### config.mk
export PLATFORM = sky130hd
export DESIGN_NAME = dpwm_core
export DESIGN_NICKNAME = d
export VERILOG_FILES = /design/src/rtl/dpwm_pkg.sv /design/src/rtl/dpwm_ramp.sv /design/src/rtl/dpwm_shadow.sv /design/src/rtl/dpwm_cmp.sv /design/src/rtl/dpwm_core.sv
export SDC_FILE = /design/constraint.sdc
export NUM_CORES = 1
export LEC_CHECK = 0
export ABC_AREA = 0
export CAP_MARGIN = 20
export CORE_ASPECT_RATIO = 1.5
export CORE_MARGIN = 2
export CORE_UTILIZATION = 42
export CTS_CLUSTER_DIAMETER = 200
export DETAILED_ROUTE_END_ITERATION = 10
export PLACE_DENSITY_LB_ADDON = 0.12
export RECOVER_POWER = 100
export SYNTH_ARGS = -nofsm -noshare
export SYNTH_HDL_FRONTEND = slang
export SYNTH_HIERARCHICAL = 1
export SYNTH_SLANG_ARGS = --single-unit
### constraint.sdc
create_clock -name clk -period 3.98 [get_ports clk]
set_clock_uncertainty 0.15 [all_clocks]
set_input_delay 0.398 -clock clk [delete_from_list [all_inputs] [get_ports clk]]
set_output_delay 0.398 -clock clk [all_outputs]
set_load 0.05 [all_outputs]
### src/rtl/dpwm_pkg.sv
package dpwm_pkg;
  // Default ramp, threshold and command width.
  localparam int unsigned DPWM_CW = 16;

  // True in the last ramp value of a period of length per.
  // A zero length counts as an immediate boundary.
  function automatic logic last_count(input logic [DPWM_CW-1:0] cnt,
                                      input logic [DPWM_CW-1:0] per);
    return ({1'b0, cnt} + 1'b1) >= {1'b0, per};
  endfunction
endpackage

### src/rtl/dpwm_ramp.sv
module dpwm_ramp #(
  parameter int unsigned CW = dpwm_pkg::DPWM_CW
) (
  input  logic          clk,
  input  logic          rst_n,
  input  logic [CW-1:0] period_i,
  input  logic [CW-1:0] trig_i,
  output logic [CW-1:0] cnt_o,
  output logic          wrap_o,
  output logic [CW-1:0] period_act_o,
  output logic [CW-1:0] trig_act_o
);
  localparam logic [CW:0] ONE = {{CW{1'b0}}, 1'b1};

  logic [CW-1:0] cnt_q, per_q, trg_q;

  // Boundary when the next count would reach the period length.
  assign wrap_o = ({1'b0, cnt_q} + ONE) >= {1'b0, per_q};

  always_ff @(posedge clk or negedge rst_n) begin
    if (!rst_n) begin
      cnt_q <= '0;
      per_q <= '0;
      trg_q <= '0;
    end else if (wrap_o) begin
      cnt_q <= '0;
      per_q <= period_i;
      trg_q <= trig_i;
    end else begin
      cnt_q <= cnt_q + 1'b1;
    end
  end

  assign cnt_o        = cnt_q;
  assign period_act_o = per_q;
  assign trig_act_o   = trg_q;
endmodule

### src/rtl/dpwm_shadow.sv
module dpwm_shadow #(
  parameter int unsigned CW = dpwm_pkg::DPWM_CW
) (
  input  logic          clk,
  input  logic          rst_n,
  input  logic          load_i,
  input  logic          in_valid_i,
  input  logic [CW-1:0] in_data_i,
  output logic          in_ready_o,
  output logic [CW-1:0] active_o
);
  logic          rdy_q;
  logic [CW-1:0] shd_q, act_q;
  logic          take;
  logic [CW-1:0] shd_next;

  assign take     = in_valid_i & rdy_q;
  assign shd_next = take ? in_data_i : shd_q;

  always_ff @(posedge clk or negedge rst_n) begin
    if (!rst_n) begin
      rdy_q <= 1'b0;
      shd_q <= '0;
      act_q <= '0;
    end else begin
      rdy_q <= 1'b1;
      shd_q <= shd_next;
      if (load_i) act_q <= shd_next;
    end
  end

  assign in_ready_o = rdy_q;
  assign active_o   = act_q;
endmodule

### src/rtl/dpwm_cmp.sv
module dpwm_cmp #(
  parameter int unsigned CW = dpwm_pkg::DPWM_CW
) (
  input  logic [CW-1:0] cnt_i,
  input  logic [CW-1:0] duty_i,
  input  logic [CW-1:0] period_i,
  input  logic [CW-1:0] trig_i,
  output logic          pwm_o,
  output logic          trig_o
);
  assign pwm_o  = cnt_i < duty_i;
  assign trig_o = (cnt_i == trig_i) && (trig_i < period_i);
endmodule

### src/rtl/dpwm_core.sv
module dpwm_core #(
  parameter int unsigned CW = dpwm_pkg::DPWM_CW
) (
  input  logic          clk,
  input  logic          rst_n,
  input  logic [CW-1:0] period_i,
  input  logic [CW-1:0] trig_i,
  input  logic          duty_valid_i,
  input  logic [CW-1:0] duty_data_i,
  output logic          duty_ready_o,
  output logic          pwm_o,
  output logic          trig_o
);
  logic [CW-1:0] cnt, per_act, trg_act, duty_act;
  logic          wrap;

  dpwm_ramp #(.CW(CW)) u_ramp (
    .clk(clk), .rst_n(rst_n), .period_i(period_i), .trig_i(trig_i),
    .cnt_o(cnt), .wrap_o(wrap), .period_act_o(per_act), .trig_act_o(trg_act)
  );

  dpwm_shadow #(.CW(CW)) u_shadow (
    .clk(clk), .rst_n(rst_n), .load_i(wrap), .in_valid_i(duty_valid_i),
    .in_data_i(duty_data_i), .in_ready_o(duty_ready_o), .active_o(duty_act)
  );

  dpwm_cmp #(.CW(CW)) u_cmp (
    .cnt_i(cnt), .duty_i(duty_act), .period_i(per_act), .trig_i(trg_act),
    .pwm_o(pwm_o), .trig_o(trig_o)
  );
endmodule

==> results by stage, run 1 <==
Status:
- The run finished, with violations left.
- The final reports fail on max-capacitance violations, max-slew violations.

Final layout:
- The filler cells instantiated in the layout total 1034.
- Leaving out fill and tap cells, the most frequent cells in the layout are dfrtp_1, inv_1, clkdlybuf4s50_1.
- The number of antenna diodes is 0.
- Excluding fillers, the count of instances in the completed layout stands at around 650.
- The number of nets in the layout is 599.
- The post-route netlist has between 4 and 5% of its cells at a drive strength greater than 1.
- The leading cell type in the layout, fill and taps excluded is dfrtp_1.
- From synthesis to final layout, the design area changed by 16.0%.

Global route:
- For this run, global-route usage on met1 was measured as approximately 22%.
- The total grt overflow is 0.
- Entering global routing, the biggest net connects 82 pins.
- The met2 track utilization from global routing is between 20% and 30%.
- The overall routing resource usage is 17.1%.
- The number of global-route vias before repair is 3464.
- The layer flagged by global routing as most heavily used is met2.
- The global-route wire length before repair is between 15 and 20 mm.
- The initial antenna violation count is 0.
- For met3 alone, demand over resource in global routing was approximately 2.1%.

STA:
- The final setup violation count is 0.
- The final critical path takes up between 80% and 90% of the cycle.
- The number of failing hold endpoints at the final stage was 0.
- The time the worst path needs with I/O delays and setup is 3.52 ns.
- Measured against its own limit, the worst slew margin works out to -21.7%.
- Setup repair after global routing left no endpoint under its margin.
- For the pin with the worst max-slew slack, the measured transition is roughly 1.8 ns.
- For the final routed database, the setup TNS stands at 0 ns.
- The max-slew violation count was 74.
- Derived from the worst setup path, the maximum achievable clock frequency is around 280 MHz.
- The slack of the critical path is approximately 0.46 ns.

Yosys:
- Summing every instance area after synthesis gives around 0.0048 mm².
- After synthesis the netlist holds a flip-flop and latch count of just over 80.
- By area, the combinational part of the netlist is dominated by simple AND/OR/NAND/NOR gates.
- The fraction of the mapped netlist area in simple logic gates is about 13%.
- The synthesized netlist devotes 10.8% of its cell area to compound gates.
- The number of library cell types mapped by synthesis is 40.
- Of the total synthesized cell area, the portion taken by XOR and XNOR cells is around 5.4%.
- The synthesized instance count is ~440.
- For this run, the number of Yosys warnings is 6.
- Sequential cells were found to cover a little over two fifths of the synthesized design area.
- The mean post-synth cell area is 10.9 µm².
- Of the total synthesized cell area, the portion taken by full adders, half adders and majority gates is 12.2%.
- Of the post-synthesis cell area, the part taken by muxes is 9.65%.
- When the netlist entered floorplanning its net count stood at approximately 540.

Clock tree:
- The TritonCTS clock tree is done.
- The number of resized instances in the post-cts repair step is 0.
- Clock-pin slew was measured on the worst setup and hold paths at about 0.06 ns.
- The tree built by TritonCTS fans out to slightly above 80 sinks.
- Clock tree synthesis inserted a total of 9 buffers.
- Clock latency on the worst-skew pair, taken at its later pin, is approximately 0.33 ns.
- The clock passes through at most 2 buffers.
- In this run the clock root is driven by a clkbuf_16.
- The CTS H-tree depth is 3.

Worst setup path:
- Along the worst path, the maximum fanout reaches 6.
- Data on the critical path is required at its endpoint by 3.43 ns.
- The worst path arrival time is a little under 3 ns.
- The startpoint type of the worst setup path is a register.
- The worst setup path is captured at an output pin.
- The classification of the worst setup path is register to output pin.

Floorplan:
- The area enclosed by the die boundary is approximately 0.012 mm².
- The die is ~92 µm wide.
- The area of the placeable core is approximately 0.011 mm².
- The initial core utilization is between 40% and 50%.
- The vertical die dimension is about 140 µm.
- In this run the count of I/O pins placed on the die edge is 54.
- The standard-cell row count is 47.

Placement:
- Counting tap cells, the placed design contains a total of around 630 instances.
- The global placement routability congestion is 0.822.
- Summed over all nets, the half-perimeter wirelength after detailed placement is approximately 7 mm.
- The count of buffers from port buffering is 53.
- Timing analysis after detailed placement gives a worst setup slack of about 0.45 ns.

Drt:
- The first-pass iteration count of the detailed router is 4.
- The detailed-route wire length per cell is ~15 µm.
- The total length of routed wires is 9.62 mm.
- The count of unresolved DRC violations after routing is 0.
- In this run the remaining antenna-violating nets after routing total 0.
- The starting DRC count in detailed routing is around 100.
- The routed layout has around 3200 vias.
- The average via count per standard cell is roughly 5.0.

Power and ir drop:
- In this run the power density over the cells is 395 mW/mm².
- The worst-case IR drop observed on VDD is 0.206 mV.
- The leakage power is approximately 2.7 nW.

Min path:
- The worst hold path class is primary input to asynchronous set/reset pin.

Run:
- The count of maximum capacitance violations is 1.
-- synthesized netlist by cell type, drive strengths merged --
master,instances,share of area [%]
nor2,24,1.9
nor3,3,0.31
a2111oi,2,0.62
xor2,17,3.1
a31oi,16,2.1
inv,50,3.9
buf,13,3.0
a21oi,13,1.3
and3,5,0.65
a21bo,16,3.3
nand3,21,2.2
nand2,29,2.3
nor4,3,0.39
clkbuf,1,0.078
o21ai,7,0.73
or3b,1,0.23
and4,4,0.78
a311oi,1,0.18
a21o,4,0.62
mux2,32,9.6
dfrtp,81,42
nor2b,15,1.9
nand4,12,1.7
nand2b,3,0.54
a211oi,5,0.78
conb,1,0.078
xnor2,13,2.4
o211ai,3,0.75
ha,47,12
o21bai,1,0.16
a211o,1,0.18
-- final timing paths --
kind                                    startpoint                 endpoint  slack [ns]  cells past startpoint
setup / recovery                   u_ramp/cnt_o[9]                    pwm_o        0.46                      7
hold / removal                               rst_n     u_ramp/trig_act_o[1]        0.37                      2
setup reg to reg                   u_ramp/cnt_o[0]   u_ramp/period_act_o[8]        0.46                     11
hold reg to reg            u_ramp/period_act_o[15]  u_ramp/period_act_o[15]        0.38                      1
max in group asynchronous                    rst_n    u_shadow/active_o[13]        1.19                      3
min in group clk           u_ramp/period_act_o[15]  u_ramp/period_act_o[15]        0.38                      1
-- flip-flops by register name, summed over array words and instances, names as in the netlist --
name                 cells
u_shadow/active_o       16
u_ramp/cnt_o            16
u_shadow/in_ready_o      1
u_shadow/shd_q          16
u_ramp/trig_act_o       16
u_ramp/period_act_o     16
-- layer usage --
layer  routed length [µm]  up-vias
met5                    0        -
met4                  185        0
met3                  265       11
met2                 4730       47
met1                 4440     1538
li1                     -     1649
-- what timing repair did --
action                     in CTS  in global routing
hold buffers                    0                  1
setup endpoints to repair       0                  0
hold endpoints to repair        0                  8
setup buffers                   0                  0
-- power breakdown --
part / total, mW / switching (mW) / internal, mW
Combinational: 0.472 / 0.240 / 0.233
Clock: 0.753 / 0.302 / 0.450
Sequential: 0.987 / 0.0852 / 0.902
Total: 2.21 / 0.627 / 1.59
-- per-stage QoR --
step                      instance area, µm²  total power, mW  utilization (%)  hold slack (ns)
final                                   5590             2.21             50.3            0.371
after global routing                    5590             2.36             50.3            0.399
after CTS                               5690             2.27             51.2            0.136
after detailed placement                5430             1.50             48.8            0.371
after global placement                  5430             1.49             48.8            0.367
after floorplan                         4820             1.31                -          -0.0476
-- logic make-up (layout without fill, tap and decap cells) --
| group | Yosys count | in the layout |
|---|---|---|
| and+or+nand+nor | 120 | 120 |
| DFF | 81 | 81 |
| AOI/OAI and AO/OA | 69 | 69 |
| buffers and inverters | 64 | 124 |
| adders and majority gates | 47 | 47 |
| muxes | 32 | 32 |
| xor gates and xnor gates | 30 | 30 |
| other | 1 | 1 |
-- area by class of cell --
type	instances	area [µm²]	share of cell area, %
repair buffers	60	581	10.4
multi-input cells	299	2350	42.0
inverters	50	188	3.35
flip-flops and latches	81	2030	36.2
well taps	147	184	3.29
clock buffers	14	264	4.72
-- critical path: stages (launching register included) --
cell	delay [ns]
dfrtp_1	0.45
ha_1	0.34
a21oi_1	0.14
nor2_1	0.07
a211oi_1	0.21
o21ai_0	0.14
a2111oi_2	0.37
dlygate4sd3_1	0.92
Power figures use the tool's default switching activity.
==> inputs of run 2 (changes only) <==
Settings changed: DONT_BUFFER_PORTS from default to 1.
==> run 2 against run 1 <==
Effect of this change:
- the flow still finishes with violations (max-capacitance violations, max-slew violations)
- design area is 6.9% lower
- highest routed layer unchanged
- clock power grew 29%
- maximum frequency is 0.46% lower
- core utilization shrank 3.5 points
- first-iteration DRC count is 9.7% lower
- count of clock-buffer cells in the layout down 4
- critical endpoint is now u_ramp/period_act_o[8]
- sequential share of layout area is 2.7 points higher
- critical path depth grew 4
- power rose by 7.3%
- sequential power about the same
==> results by stage, run 2 (synthesized netlist as in run 1, its figures left out) <==
Status:
- The flow ran to the end, but the final reports show violations.
- The final reports fail on max-capacitance violations, max-slew violations.

Placement:
- The HPWL after detailed placement is between 6 and 7 mm.
- Including well taps, the total number of placed cells is a little under 600.
- Input and output buffers added on the ports amount to 0.
- Routability-driven placement finished with a final weighted congestion of a little over 0.8.

Worst setup path:
- The worst setup path is captured at a register.
- The count of buffer and inverter cells on the critical path is 1.
- The slowest stage of the critical path is the dfrtp_1 cell.
- In this run the worst path has a maximum fanout of 17.
- The highest cell delay on the worst timing path is ~0.50 ns.
- The cell family with the largest share of critical-path delay is compound AO/OA/AOI/OAI gates.
- The worst setup path is of the register to register kind.
- The startpoint type of the worst setup path is a register.
- For the worst setup path, the data arrival time is approximately 3.6 ns.
- The signal on the critical path passes through ha_1 > nand4_1 > nand2b_1 > xnor2_1 > ha_1 > a211oi_1 > nor2_1 > a211oi_1 > o211ai_4 > buf_4 > mux2_1.
- For the worst setup path, the data required time is 4.05 ns.

Drt:
- Detailed routing inserted a total of 3062 vias.
- In the routed design, unresolved DRC markers number 0.
- Wires add up to 9.65 mm.
- In the final routed layout, each cell accounts on average for 16.1 µm.
- The first-pass iteration count of the detailed router is 4.
- In this run the remaining antenna-violating nets after routing total 0.
- For this block, the initial DRC count from the detailed router was a little over 90.
- The average via count per standard cell is 5.10.

Global route:
- The pin count of the biggest net entering global routing is 82.
- For this run the aggregate overflow at the end of global routing stands at 0.
- The initial antenna violation count is 0.
- The global-route wire length before repair is ~16 mm.
- Global routing used roughly 17% of the available tracks.
- The number of global-route vias before repair was 3234.

Power and ir drop:
- Power spread over the standard cell area amounts to ~460 mW/mm².
- The peak ir drop on the vdd network is around 0.22 mV.
- The leakage power is roughly 2.6 nW.

STA:
- After routing, the total negative slack on setup checks comes to 0 ns.
- Timing would allow up to 283 MHz.
- Setup repair after global routing left no endpoint under its margin.
- The time the worst path needs with I/O delays and setup is ~3.5 ns.
- Headroom to the max-slew limit came out at -34.3%.
- Of the available clock period, the critical path in the final layout requires about nine tenths.
- Setup violations remaining at the end of the flow were counted as 0.
- The slew at the pin closest to its max-slew limit is ~2 ns.
- The max-slew violation count came to just over 80.
- The number of failing hold endpoints at the final stage is 0.

Clock tree:
- The post-CTS setup buffer count is 0.
- The TritonCTS clock tree is done.
- The count of hold-fix buffers inserted at cts is 2.
- The clock reaches the later pin of the worst-skew pair after approximately 0.34 ns.
- The clock passes through at most 2 buffers.
- The total number of clock tree sinks is 81.
- The total CTS buffers is 9.
- The clock transition time at the flip-flop clock pins of the worst setup and hold paths is roughly 0.060 ns.
- The H-tree was split into 3 levels.
- Once the clock tree was built, the resizer swapped 0 gates to a different size.
- The root buffer cell chosen for the clock tree is clkbuf_16.

Final layout:
- In the layout the commonest cells are dfrtp_1, inv_1, ha_1.
- In the final design database the tool counted between 500 and 600 nets.
- Relative to the synthesized area, the layout overhead comes to 7.96%.
- Leaving out fill and tap cells, the most frequent cell in the layout is dfrtp_1.
- The proportion of layout cells with a drive suffix above 1 is roughly a tenth.
- The number of fill cells is 1044.
- The repair_antennas step left the layout with diodes totalling 0.
- The number of standard cells in the final layout excluding fillers is 600.

Run:
- The tool flagged a number of max-cap violations equal to 2.

Floorplan:
- The initial core utilization is 43.4%.
- The area enclosed by the die boundary is roughly 0.012 mm².
- After floorplanning, the core was sized to cover approximately 0.011 mm².
- The total I/O pin count is between 50 and 60.
- Measured along the y axis, the die boundary spans between 100 and 150 µm.
- The die extent in x is just over 90 µm.
- After floorplanning, the core was divided into 47 placement rows.

Min path:
- The min-delay analysis places its worst path in the category primary input to register.
## run 2: changes by cell type in the layout (fill, tap and decap cells not counted), moves of 3 or more
cell             previous run  this run
clkdlybuf4s50_1            48         0
mux2_1                     31        16
mux2_4                      1        16
dlygate4sd3_1               5         1
bufinv_16                   0         3
clkbuf_1                    5         2
clkinv_2                    0         3
## run 2: per-layer routing
metal	routed length (µm)	GRT usage [%]	part of all wire [%]
met1	4430	21.4	46
met2	4730	28.1	49
met3	343	3.56	3.6
met4	148	6.82	1.5
met5	0	0	0
## run 2: report_power, final
group	switching (mW)	leakage, nW	internal, mW
combinational	0.222	1.41	0.192
clock	0.342	0.172	0.627
sequential	0.0892	1.01	0.901
total	0.653	2.60	1.72
## run 2: stage by stage
step	hold WS, ns	cell area (µm²)	power (mW)	utilization, %	worst slack (ns)
final	0.0387	5210	2.37	46.9	0.440
after global routing	0.0263	5210	2.51	46.9	0.0893
after CTS	0.0277	5310	2.42	47.7	0.492
after detailed placement	-0.0449	4920	1.42	44.3	0.498
after global placement	-0.0456	4920	1.41	44.3	0.603
after floorplan	-0.0476	4820	1.31	-	0.843
## run 2: cell type report
class | instances | area (µm²) | share of cell area [%]
flip-flops and latches | 81 | 2030 | 38.9
repair buffers | 7 | 57.6 | 1.11
clock inverters | 6 | 105 | 2.02
inverters | 50 | 188 | 3.60
well taps | 147 | 184 | 3.53
clock buffers | 10 | 239 | 4.59
multi-input cells | 299 | 2410 | 46.2
## run 2: worst paths after layout
path                                          from                      end  slack (ns)  cells after the start
max in group asynchronous                    rst_n         u_ramp/cnt_o[10]        1.45                      2
setup reg to reg                   u_ramp/cnt_o[0]   u_ramp/period_act_o[8]        0.44                     11
hold / removal                          trig_i[13]    u_ramp/trig_act_o[13]        0.04                      1
setup / recovery                   u_ramp/cnt_o[0]   u_ramp/period_act_o[8]        0.44                     11
hold reg to reg            u_ramp/period_act_o[15]  u_ramp/period_act_o[15]        0.38                      1
min in group asynchronous                    rst_n   u_ramp/period_act_o[4]        1.00                      2
==> inputs of run 3 (changes only) <==
Settings changed: CAP_MARGIN 20 to default, CORE_UTILIZATION 42 to 30.
==> run 3 against run 2 <==
Effect of this change:
- the run still ends with max-capacitance violations, max-slew violations left
- via count fell by 0.62%
- maximum frequency about the same
- die area rose by 38%
- critical path depth fell by 5
- core utilization decreased by 14 points
- design area decreased by 0.89%
- sequential power hardly changed
- flip-flop and latch count unchanged
- power shrank 5.4%
- non-clock buffer count decreased by 1
- critical path type is now register to output pin
==> results by stage, run 3 (synthesized netlist as in run 1, its figures left out) <==
Final layout:
- Relative to the synthesized area, the layout overhead comes to 7.00%.
- Once layout is done, the placed cells without fillers occupy 0.00516 mm².
- The proportion of layout cells with a drive suffix above 1 is between 5 and 6%.
- Leaving out fill and tap cells, the most frequent cells in the layout are dfrtp_1, inv_1, ha_1.
- Summing all multi-input logic gate instances after layout gives around 0.0023 mm².
- The footprint of the flip-flops and latches is roughly 0.0020 mm².
- The library cell used most frequently in the layout, excluding fill and tap cells, is dfrtp_1.
- The number of antenna diodes is 0.
- The number of nets in the layout is ~550.
- The number of fill cells is 1668.

STA:
- Across all setup checks in the final design, the least slack found is about 0.44 ns.
- In this run the tightest slew margin relative to its limit is -37.1%.
- In the final timing run, aggregate negative setup slack is 0 ns.
- The final setup violation count is 0.
- The number of failing hold endpoints at the final stage is 0.
- The max-slew violation count is between 80 and 90.
- Setup repair after global routing left no endpoint under its margin.
- The slew at the pin closest to its max-slew limit is a little over 2 ns.
- The time the worst path needs with I/O delays and setup is 3.54 ns.
- Derived from the worst setup path, the maximum achievable clock frequency is between 200 and 300 MHz.
- Dividing the final minimum period by the clock period gives 89.0%.

Clock tree:
- The maximum clock path buffer count is 2.
- The CTS H-tree depth is 3.
- The total CTS buffers is 9.
- The total number of clock tree sinks is slightly above 80.
- After clock tree synthesis, the repair step resized 0 gates.
- Clock latency on the worst-skew pair, taken at its later pin, is 0.33 ns.
- The root buffer cell is clkbuf_16.
- TritonCTS built the clock tree.
- Clock-pin slew was measured on the worst setup and hold paths at 0.06 ns.

Power and ir drop:
- Power spread over the standard cell area amounts to approximately 440 mW/mm².
- Across the VDD grid, the largest voltage drop is between 0.2 and 0.25 mV.
- Summed over all cells, the static leakage comes to 2.52 nW.
- The design draws 2.25 mW.

Placement:
- The placement-stage worst setup slack is 0.644 ns.
- The count of buffers from port buffering is 0.
- The half-perimeter wire length after detailed placement is just under 8 mm.
- The global placement routability congestion is between 0.7 and 0.8.
- The placed instances occupy a cell area of about 0.005 mm².

Worst setup path:
- In this run the critical register-to-register path is launched from u_ramp/cnt_o[0].
- The critical path goes through ha_1 > a211oi_1 > nor2_1 > nor4_1 > nand4_1 > nor3_1.
- The count of cells along the worst register-to-register path is 11.
- The highest cell delay on the worst timing path is ~1.2 ns.
- Among all stages on the critical path, the largest delay is contributed by nor3_1.
- Setup slack on the worst reg-to-reg path comes out at between 0.5 and 0.6 ns.
- The maximum fanout encountered on the critical timing path is 3.
- In this run the critical register-to-register path is captured at u_ramp/period_act_o[3].
- The worst setup path is launched from a register.
- The cell family with the largest share of critical-path delay is simple AND/OR/NAND/NOR gates.
- The worst path arrival time is approximately 3.0 ns.
- The count of buffer and inverter cells on the critical path is 0.
- Tracing the worst setup path back leads to its startpoint at u_ramp/trig_act_o[13].
- The worst setup path is of the register to output pin kind.
- STA classifies the critical path endpoint as an output pin.
- Data on the critical path is required at its endpoint by 3.43 ns.

Floorplan:
- During I/O placement, the number of pins put on the boundary was 54.
- The floorplan step set the die height to ~160 µm.
- The standard-cell row count is 56.
- The initial utilization of the core area, before any placement, comes to 30.7%.
- The floorplan step set the die width to 108 µm.
- The die covers 0.0171 mm².
- The area of the placeable core is about 0.016 mm².

Drt:
- The detailed-route wire length per cell is about 16 µm.
- The first-pass iteration count of the detailed router is 4.
- Dividing the detail-routed via count by the number of cells gives around 4.7.
- Once detail routing completed, the nets flagged for antenna violations numbered 0.
- The count of unresolved DRC violations after routing is 0.
- The starting DRC count in detailed routing is approximately 110.
- The routed design has between 10 and 15 mm of wire.
- The count of vias placed by the detailed router is between 3000 and 4000.

Min path:
- In this run the worst hold path is classified as primary input to register.
- The worst hold path endpoint is u_ramp/trig_act_o[0].
- The launch instance of the worst min-delay path is trig_i[0].
- Counting instances, the worst hold path has a depth of 1.

Run:
- Max-cap violations in this run came to 2.

Global route:
- Global routing consumed, over all layers together, about an eighth of the routing resources.
- The initial antenna violation count was 0.
- Entering global routing, the biggest net connects 82 pins.
- After global routing the overflow that remains totals 0.
- The number of global-route vias before repair is between 3000 and 4000.
- The first global-routing pass estimated around 17 mm of wire.

Status:
- The run finished, with violations left.
- The checks that failed: max-capacitance violations, max-slew violations.
==> run 3: changes by cell type in the layout (fill, tap and decap cells not counted) <==
cell,before,now
clkinv_4,0,1
clkinvlp_4,0,1
clkinv_2,3,2
mux2_1,16,32
mux2_4,16,0
buf_4,2,1
bufinv_16,3,1
==> run 3: final cells by class <==
cell class	count	share of cell area (%)
repair buffers	6	0.970
clock buffers	10	4.63
multi-input cells	299	45.5
inverters	50	3.64
clock inverters	5	1.09
flip-flops and latches	81	39.3
well taps	203	4.92
==> run 3: worst max path at each step <==
stage,endpoint,slack [ns],depth (start not counted)
after floorplan,u_shadow/active_o[10],0.84,14
after global placement,u_ramp/trig_act_o[0],0.67,11
after detailed placement,u_ramp/trig_act_o[1],0.64,11
after CTS,u_ramp/trig_act_o[2],0.63,11
after global routing,pwm_o,0.31,6
final,trig_o,0.44,6
==> run 3: report_power, final <==
group	switching [mW]	internal [mW]	total, mW
Sequential	0.0892	0.901	0.990
Combinational	0.231	0.184	0.416
Clock	0.341	0.499	0.840
==> run 3: layer usage <==
metal	GRT usage [%]	up-vias	wire, µm
li1	-	1540	-
met1	16.4	1448	4550
met2	21.5	47	5260
met3	2.95	8	443
met4	4.20	0	152
met5	0	-	0
==> run 3: stage by stage <==
stage | std cells | utilization, % | hold slack [ns]
2_1_floorplan | 444 | - | -0.0476
3_3_place_gp | 637 | 31.8 | -0.0444
3_5_place_dp | 637 | 31.8 | -0.0446
4_1_cts | 654 | 33.9 | 0.0288
5_1_grt | 654 | 32.9 | 0.0312
6_report | 654 | 32.9 | 0.0436
==> run 3: repair_timing <==
item | 4_1_cts | 5_1_grt
buffers inserted | 0 | 0
hold buffers | 2 | 0
endpoints found under the setup margin | 0 | 0
hold endpoints to repair | 81 | 0
